File: config.mk
export PLATFORM = sky130hd
export DESIGN_NAME = bcc_bus_cmd
export DESIGN_NICKNAME = d
export VERILOG_FILES = /design/src/rtl/bcc_pkg.sv /design/src/rtl/bcc_decode.sv /design/src/rtl/bcc_seq.sv /design/src/rtl/bcc_drive.sv /design/src/rtl/bcc_bus_cmd.sv
export SDC_FILE = /design/constraint.sdc
export NUM_CORES = 1
export LEC_CHECK = 0
export BUFFER_PORTS_ARGS = -buffer_cell sky130_fd_sc_hd__buf_2
export CAP_MARGIN = 20
export CORE_UTILIZATION = 37
export CTS_BUF_LIST = sky130_fd_sc_hd__clkbuf_8
export DETAILED_ROUTE_END_ITERATION = 10
export PLACE_DENSITY = 0.64
export SYNTH_ARGS = -nofsm -noshare
export SYNTH_HDL_FRONTEND = slang
export SYNTH_SLANG_ARGS = --single-unit
File: constraint.sdc
create_clock -name clk -period 1.65 [get_ports clk]
set_input_delay 0.165 -clock clk [delete_from_list [all_inputs] [get_ports clk]]
set_output_delay 0.165 -clock clk [all_outputs]
set_load 0.01 [all_outputs]
File: src/rtl/bcc_pkg.sv
package bcc_pkg;

    localparam int STAT_W = 3;

    typedef enum logic [2:0] {
        PH_IDLE = 3'd0,
        PH_T1   = 3'd1,
        PH_T2   = 3'd2,
        PH_T3   = 3'd3,
        PH_T4   = 3'd4
    } phase_e;

    localparam logic [STAT_W-1:0] ST_INTA  = 3'b000;
    localparam logic [STAT_W-1:0] ST_IORD  = 3'b001;
    localparam logic [STAT_W-1:0] ST_IOWR  = 3'b010;
    localparam logic [STAT_W-1:0] ST_HALT  = 3'b011;
    localparam logic [STAT_W-1:0] ST_FETCH = 3'b100;
    localparam logic [STAT_W-1:0] ST_MEMRD = 3'b101;
    localparam logic [STAT_W-1:0] ST_MEMWR = 3'b110;
    localparam logic [STAT_W-1:0] ST_PASS  = 3'b111;

    typedef struct packed {
        logic rd_mem;
        logic rd_io;
        logic wr_mem;
        logic wr_io;
        logic intack;
        logic to_cpu;
        logic xfer;
    } cmd_t;

    function automatic cmd_t decode_stat(input logic [STAT_W-1:0] s);
        cmd_t c;
        c = '0;
        case (s)
            ST_INTA:           begin c.intack = 1'b1; c.to_cpu = 1'b1; c.xfer = 1'b1; end
            ST_IORD:           begin c.rd_io  = 1'b1; c.to_cpu = 1'b1; c.xfer = 1'b1; end
            ST_IOWR:           begin c.wr_io  = 1'b1; c.xfer = 1'b1; end
            ST_FETCH, ST_MEMRD: begin c.rd_mem = 1'b1; c.to_cpu = 1'b1; c.xfer = 1'b1; end
            ST_MEMWR:          begin c.wr_mem = 1'b1; c.xfer = 1'b1; end
            default:           c = '0;
        endcase
        return c;
    endfunction

endpackage

File: src/rtl/bcc_decode.sv
module bcc_decode
    import bcc_pkg::*;
(
    input  logic [STAT_W-1:0] stat_n,
    output cmd_t              cmd,
    output logic              passive
);
    always_comb begin
        cmd     = decode_stat(stat_n);
        passive = (stat_n == ST_PASS);
    end
endmodule

File: src/rtl/bcc_seq.sv
module bcc_seq
    import bcc_pkg::*;
(
    input  logic   clk,
    input  logic   rst,
    input  logic   passive,
    input  cmd_t   cmd_in,
    output phase_e phase,
    output cmd_t   cmd_q
);
    logic prev_pass;
    logic start;

    always_comb begin
        start = prev_pass && !passive && (phase == PH_IDLE || phase == PH_T4);
    end

    always_ff @(posedge clk) begin
        if (rst) begin
            phase     <= PH_IDLE;
            cmd_q     <= '0;
            prev_pass <= 1'b1;
        end else begin
            prev_pass <= passive;
            if (start) begin
                phase <= PH_T1;
                cmd_q <= cmd_in;
            end else begin
                case (phase)
                    PH_T1:   phase <= passive ? PH_T4 : PH_T2;
                    PH_T2:   phase <= passive ? PH_T4 : PH_T3;
                    PH_T3:   phase <= PH_T4;
                    default: phase <= PH_IDLE;
                endcase
            end
        end
    end
endmodule

File: src/rtl/bcc_drive.sv
module bcc_drive
    import bcc_pkg::*;
(
    input  phase_e phase,
    input  cmd_t   cmd_q,
    output logic   mem_rd_n,
    output logic   mem_wr_n,
    output logic   io_rd_n,
    output logic   io_wr_n,
    output logic   adv_mem_wr_n,
    output logic   adv_io_wr_n,
    output logic   inta_n,
    output logic   ale,
    output logic   dt_r,
    output logic   den
);
    logic act;
    logic late;

    always_comb begin
        act          = (phase == PH_T2) || (phase == PH_T3);
        late         = (phase == PH_T3);
        ale          = (phase == PH_T1);
        mem_rd_n     = !(act  && cmd_q.rd_mem);
        io_rd_n      = !(act  && cmd_q.rd_io);
        inta_n       = !(act  && cmd_q.intack);
        adv_mem_wr_n = !(act  && cmd_q.wr_mem);
        adv_io_wr_n  = !(act  && cmd_q.wr_io);
        mem_wr_n     = !(late && cmd_q.wr_mem);
        io_wr_n      = !(late && cmd_q.wr_io);
        den          = act && cmd_q.xfer;
        dt_r         = !((phase != PH_IDLE) && cmd_q.to_cpu);
    end
endmodule

File: src/rtl/bcc_bus_cmd.sv
module bcc_bus_cmd
    import bcc_pkg::*;
(
    input  logic              clk,
    input  logic              rst,
    input  logic [STAT_W-1:0] stat_n,
    output logic              mem_rd_n,
    output logic              mem_wr_n,
    output logic              io_rd_n,
    output logic              io_wr_n,
    output logic              adv_mem_wr_n,
    output logic              adv_io_wr_n,
    output logic              inta_n,
    output logic              ale,
    output logic              dt_r,
    output logic              den
);
    cmd_t   dec_cmd;
    cmd_t   cyc_cmd;
    logic   passive;
    phase_e phase;

    bcc_decode u_decode (
        .stat_n  (stat_n),
        .cmd     (dec_cmd),
        .passive (passive)
    );

    bcc_seq u_seq (
        .clk     (clk),
        .rst     (rst),
        .passive (passive),
        .cmd_in  (dec_cmd),
        .phase   (phase),
        .cmd_q   (cyc_cmd)
    );

    bcc_drive u_drive (
        .phase        (phase),
        .cmd_q        (cyc_cmd),
        .mem_rd_n     (mem_rd_n),
        .mem_wr_n     (mem_wr_n),
        .io_rd_n      (io_rd_n),
        .io_wr_n      (io_wr_n),
        .adv_mem_wr_n (adv_mem_wr_n),
        .adv_io_wr_n  (adv_io_wr_n),
        .inta_n       (inta_n),
        .ale          (ale),
        .dt_r         (dt_r),
        .den          (den)
    );
endmodule

==> flow_metrics.tcl, run 1 <==
set metrics [dict create \
    endpoint_kind "flop" \
    cts-htree-levels 1 \
    synth_area_leaders "dfxtp_1 (43%), a21oi_1 (8.7%), o21ai_0 (5.8%), nand2_1 (5.8%), buf_6 (4.3%)" \
    maxCapViolCount 0 \
    peakVddDrop_mv 0.4846 \
    slowest_delay_ns 0.47 \
    p_leak_nw 0.2481 \
    setup_violations 0 \
    synthFlopType "dfxtp_1" \
    die_h_um 39.42 \
    fin_skew_ns 0.002686 \
    coreArea_mm2 0.001301 \
    p_per_area_mw_per_mm2 1083 \
    syn_to_final_growth_pct 22.22 \
    clock-sinks 11 \
    crit_chain "or3b_4 > or4_1 > a21oi_1" \
    fin_crit_ns 1.458 \
    fp.dieArea_mm2 0.001554 \
    cp_data_arrival_time_ns 1.62 \
    wl_um 1070 \
    cp_top_family "simple AND/OR/NAND/NOR gates" \
    initial_utilization_pct 39.81 \
    cts_tree "yes" \
    finalCritPeriodShare_pct 88.38 \
    cp_max_fo 11 \
    insertion_delay_ns 0.23 \
    timing.fmax_mhz 685.8 \
    syn-num-nets 69 \
    postRouteAntennaNets 0 \
    drc_errors 0 \
    drt_iter0_drc 6 \
    synth_common_cells "dfxtp_1 (11), a21oi_1 (9), nand2_1 (8)" \
    antenna_found_initial 0 \
    grt_pass1_wl_um 1725 \
    critical_path_required_ns 1.82 \
    synth_area_per_cell_um2 8.094 \
    cp.depth 3 \
    grtUsageTotal_pct 16.92 \
    avgRoutedWirePerCell_um 11.38 \
    gp_congestion 0.7659 \
    r2r_slack_ns 0.19 \
    dr.pass1.iters 4 \
    whs_path_depth 2 \
    crit_type "reg2reg" \
    root_buffer "clkbuf_8" \
    cts_buffers 3 \
    ys_seq_area_share_pct 42.51 \
    layout-drive-gt1-share_pct 25.32 \
    grt_pass1_vias 402 \
    postCtsSetupBuffers 0 \
    port_buffers 14 \
    clk_path_buf_depth 2 \
    critPathSlowestCell "or3b_4" \
    yosys_warnings 0 \
    synth_top_area_share_pct 42.51 \
    async_flop_share_pct 0 \
    clk_pin_slew_ns 0.05 \
    cts_resized 0 \
    r2r_cells 3 \
    syn_inst 64 \
    whs_ns 0.2128 \
    num_antenna_cells 0 \
    ys_ff_latch 11 \
    synth.most_common_cell "dfxtp_1" \
    ios 15 \
    rsz0062_at_grt "no" \
    finalHoldViolCount 0 \
    ys_types 22 \
    tightest_slew_ns 0.4772 \
    yosys.area.top_type "dfxtp_1" \
    status "finished, final reports clean" \
    synth_edf_count 0 \
    overflow 0 \
    hold_buffers 0 \
    vias 475 \
    timing.max_slew.rel_slack_pct 68.12 \
    nets 85 \
    via_per_inst 5.053 \
    path_buf_inv 0 \
    fill_cells 138 \
    synth_area_um2 518.0 \
    fin_setup_tns_ns 0 \
    cp-start-kind "flop" \
    hold_class "in2reg" \
    grt_max_degree 12 \
    die_w_um 39.42 \
    drv_slew 0 \
    rows 13 \
]
-- kinds of logic after synthesis --
kind of cell              Yosys count  share of synthesized area [%]
AOI/OAI and AO/OA                  18                          18.84
xor gates and xnor gates            1                          1.691
buffers and inverters               7                          7.971
DFF                                11                          42.51
and+or+nand+nor                    27                          28.98
-- state kept, by name, summed over array words and instances (netlist names) --
name             count
u_seq.cmd_q          7
u_seq.prev_pass      1
u_seq.phase          3
-- per-stage QoR --
stage / setup slack (ns) / total power (W) / utilization [%] / instance area, um2 / cells
2_1_floorplan: 0.1585 / 0.0004032 / - / 518.0 / 64
4_1_cts: 0.1879 / 0.0006918 / 48.65 / 633.1 / 94
6_report: 0.1918 / 0.0006854 / 48.65 / 633.1 / 94
5_1_grt: 0.1257 / 0.0007253 / 48.65 / 633.1 / 94
3_3_place_gp: 0.2341 / 0.0004288 / 45.19 / 588.1 / 90
3_5_place_dp: 0.2209 / 0.0004299 / 45.19 / 588.1 / 90
-- worst paths after layout --
path | endpoint | startpoint
setup / recovery | u_seq.cmd_q[5] | u_seq.phase[1]
hold / removal | u_seq.cmd_q[6] | rst
setup reg to reg | u_seq.cmd_q[5] | u_seq.phase[1]
hold reg to reg | u_seq.cmd_q[0] | u_seq.cmd_q[0]
-- layer usage --
layer | GRT usage (%) | vias to the layer above | routed length [um]
met1 | 22.84 | 208 | 568
met2 | 24.18 | 11 | 448
met3 | 5.114 | 2 | 50
li1 | - | 254 | -
met4 | 7.759 | 0 | 4
met5 | 0 | - | 0
-- final cells by class --
class | instances | area (um2) | area share (%)
inverter | 2 | 7.507 | 1.186
clock buffer | 3 | 41.29 | 6.522
multi-input combinational | 46 | 256.5 | 40.51
clock inverter | 1 | 3.754 | 0.5929
sequential | 11 | 220.2 | 34.78
tap | 15 | 18.77 | 2.964
timing repair buffer | 16 | 85.08 | 13.44
-- placed cells by master (no fill, tap or decap), types with 3 or more instances in the layout --
cell	instances
o21ai_0	6
inv_1	3
a21oi_1	9
buf_2	14
dfxtp_1	11
nand3_1	3
clkbuf_8	3
nand2_1	8
-- where the power goes --
part | internal (W) | leakage [nW] | switching (W) | total [W]
Combinational | 0.0000525 | 0.131 | 0.0000686 | 0.000121
Sequential | 0.000288 | 0.0902 | 0.0000154 | 0.000304
Clock | 0.000163 | 0.0269 | 0.0000977 | 0.000261
Total | 0.000504 | 0.248 | 0.000182 | 0.000685
(Power assumes the default switching activity.)
==> inputs of run 2 (changes only) <==
--- a/config.mk
+++ b/config.mk
@@ -6,9 +6,7 @@
 export NUM_CORES = 1
 export LEC_CHECK = 0
 export BUFFER_PORTS_ARGS = -buffer_cell sky130_fd_sc_hd__buf_2
-export CAP_MARGIN = 20
 export CORE_UTILIZATION = 37
-export CTS_BUF_LIST = sky130_fd_sc_hd__clkbuf_8
 export DETAILED_ROUTE_END_ITERATION = 10
 export PLACE_DENSITY = 0.64
 export SYNTH_ARGS = -nofsm -noshare
==> run 2 against run 1 <==
Die area unchanged. Non-clock buffer count unchanged. Maximum frequency decreased by 0.65%. Routed wire length increased by 0.37%. Critical endpoint unchanged. Critical path type unchanged. Largest power group unchanged. Clock power decreased by 30%. Global-route usage decreased by 0.36 points. Worst hold slack got worse by 0.034 ns. Highest routed layer unchanged. Clock-buffer cell count increased by 1. Core utilization decreased by 1.4 points.
==> flow_metrics.tcl, run 2 (synthesis results as in run 1) <==
set metrics [dict create \
    cp-start-kind "flop" \
    largest_register_ffs 7 \
    maxCapViolCount 0 \
    ios 15 \
    grtUsageTotal_pct 16.57 \
    layout-drive-gt1-share_pct 25.32 \
    grt_pass1_wl_um 1711 \
    cts_tree "yes" \
    die_h_um 39.42 \
    endpoint_kind "flop" \
    largestRegisters "u_seq.cmd_q: 7 flops, u_seq.phase: 3 flops, u_seq.prev_pass: 1 flops" \
    p_leak_nw 0.2361 \
    root_buffer "clkbuf_4" \
    nets 85 \
    fin_setup_tns_ns 0 \
    r2r_slack_ns 0.18 \
    crit_type "reg2reg" \
    swShare_pct 28.62 \
    cts_buffers 3 \
    tightest_slew_ns 0.4982 \
    pwr-share-seq_pct 49.9 \
    cp_max_fo 11 \
    cts_resized 0 \
    combPwrFrac_pct 20.1 \
    via_per_inst 5.149 \
    cts-htree-levels 1 \
    timing.max_slew.rel_slack_pct 66.71 \
    antenna_found_initial 0 \
    overflow 0 \
    grt_pass1_vias 399 \
    postCtsSetupBuffers 0 \
    syn_to_final_growth_pct 18.60 \
    hold_class "in2reg" \
    p_int_w 0.0004331 \
    clk_pin_slew_ns 0.07 \
    regMostFlops "u_seq.cmd_q" \
    port_buffers 14 \
    fin_crit_ns 1.468 \
    gp_congestion 0.7659 \
    fin_skew_ns 0.005072 \
    final_common_cell "buf_2" \
    critical_path_required_ns 1.85 \
    finalHoldViolCount 0 \
    coreArea_mm2 0.001301 \
    p_per_area_mw_per_mm2 987.8 \
    rows 13 \
    vias 484 \
    insertion_delay_ns 0.26 \
    dr.pass1.iters 4 \
    power_w 0.0006068 \
    peakVddDrop_mv 0.3327 \
    clk_path_buf_depth 2 \
    fp.dieArea_mm2 0.001554 \
    avgRoutedWirePerCell_um 11.43 \
    p_switching_w 0.0001737 \
    grt_max_degree 12 \
    setup_violations 0 \
    layout_common_cells "buf_2 (14), dfxtp_1 (11), a21oi_1 (9), nand2_1 (8), o21ai_0 (6)" \
    wl_um 1074 \
    initial_utilization_pct 39.81 \
    drt_iter0_drc 4 \
    num_antenna_cells 0 \
    cp_data_arrival_time_ns 1.67 \
    drc_errors 0 \
    status "finished, final reports clean" \
    clock-sinks 11 \
    die_w_um 39.42 \
    finalCritPeriodShare_pct 88.95 \
    clock_power_share_pct 30.0 \
    hold_buffers 0 \
    postRouteAntennaNets 0 \
    drv_slew 0 \
    timing.fmax_mhz 681.3 \
    rsz0062_at_grt "no" \
]
run 2: layout make-up:
class | count | area [um2]
Multi-Input combinational cell | 46 | 256.5
Clock buffer | 4 | 26.28
Fill cell | 139 | 686.9
Sequential cell | 11 | 220.2
Timing Repair Buffer | 16 | 85.08
Inverter | 2 | 7.507
Tap cell | 15 | 18.77
run 2: power groups by stage:
stage          registers, W  clock network (W)  logic (W)
6_report           0.000303           0.000182   0.000122
2_1_floorplan      0.000305                  0  0.0000984
3_5_place_dp       0.000309                  0   0.000121
3_3_place_gp       0.000308                  0   0.000120
5_1_grt            0.000306           0.000203   0.000134
4_1_cts            0.000303           0.000188   0.000122
run 2: final timing paths:
path	from	end	depth (start not counted)
worst min-delay path	rst	u_seq.cmd_q[6]	2
worst max register to register	u_seq.phase[1]	u_seq.cmd_q[5]	3
worst min register to register	u_seq.cmd_q[0]	u_seq.cmd_q[0]	2
worst max-delay path	u_seq.phase[1]	u_seq.cmd_q[5]	3
run 2: per-layer routing:
layer  track usage (%)  up-vias  routed length (um)
met4             7.759        0                   4
met5                 0        -                   0
li1                  -      255                   -
met3             3.409        2                  48
met1             22.84      216                 572
met2             24.18       11                 449
run 2: through the flow:
stage / instance area (um2) / worst slack [ns] / utilization, % / instances / hold WS (ns)
floorplan: 518.0 / 0.1585 / - / 64 / 0.3478
global placement: 588.1 / 0.2341 / 45.19 / 90 / 0.4531
detailed placement: 588.1 / 0.2209 / 45.19 / 90 / 0.4566
CTS: 614.3 / 0.1840 / 47.21 / 94 / 0.1741
global route: 614.3 / 0.09204 / 47.21 / 94 / 0.1781
finish: 614.3 / 0.1823 / 47.21 / 94 / 0.1788
run 2: worst max-delay path: stages (launching register included):
cell and delay [ns]:
dfxtp_1 0.37, or3b_4 0.47, or4_1 0.41, a21oi_1 0.15
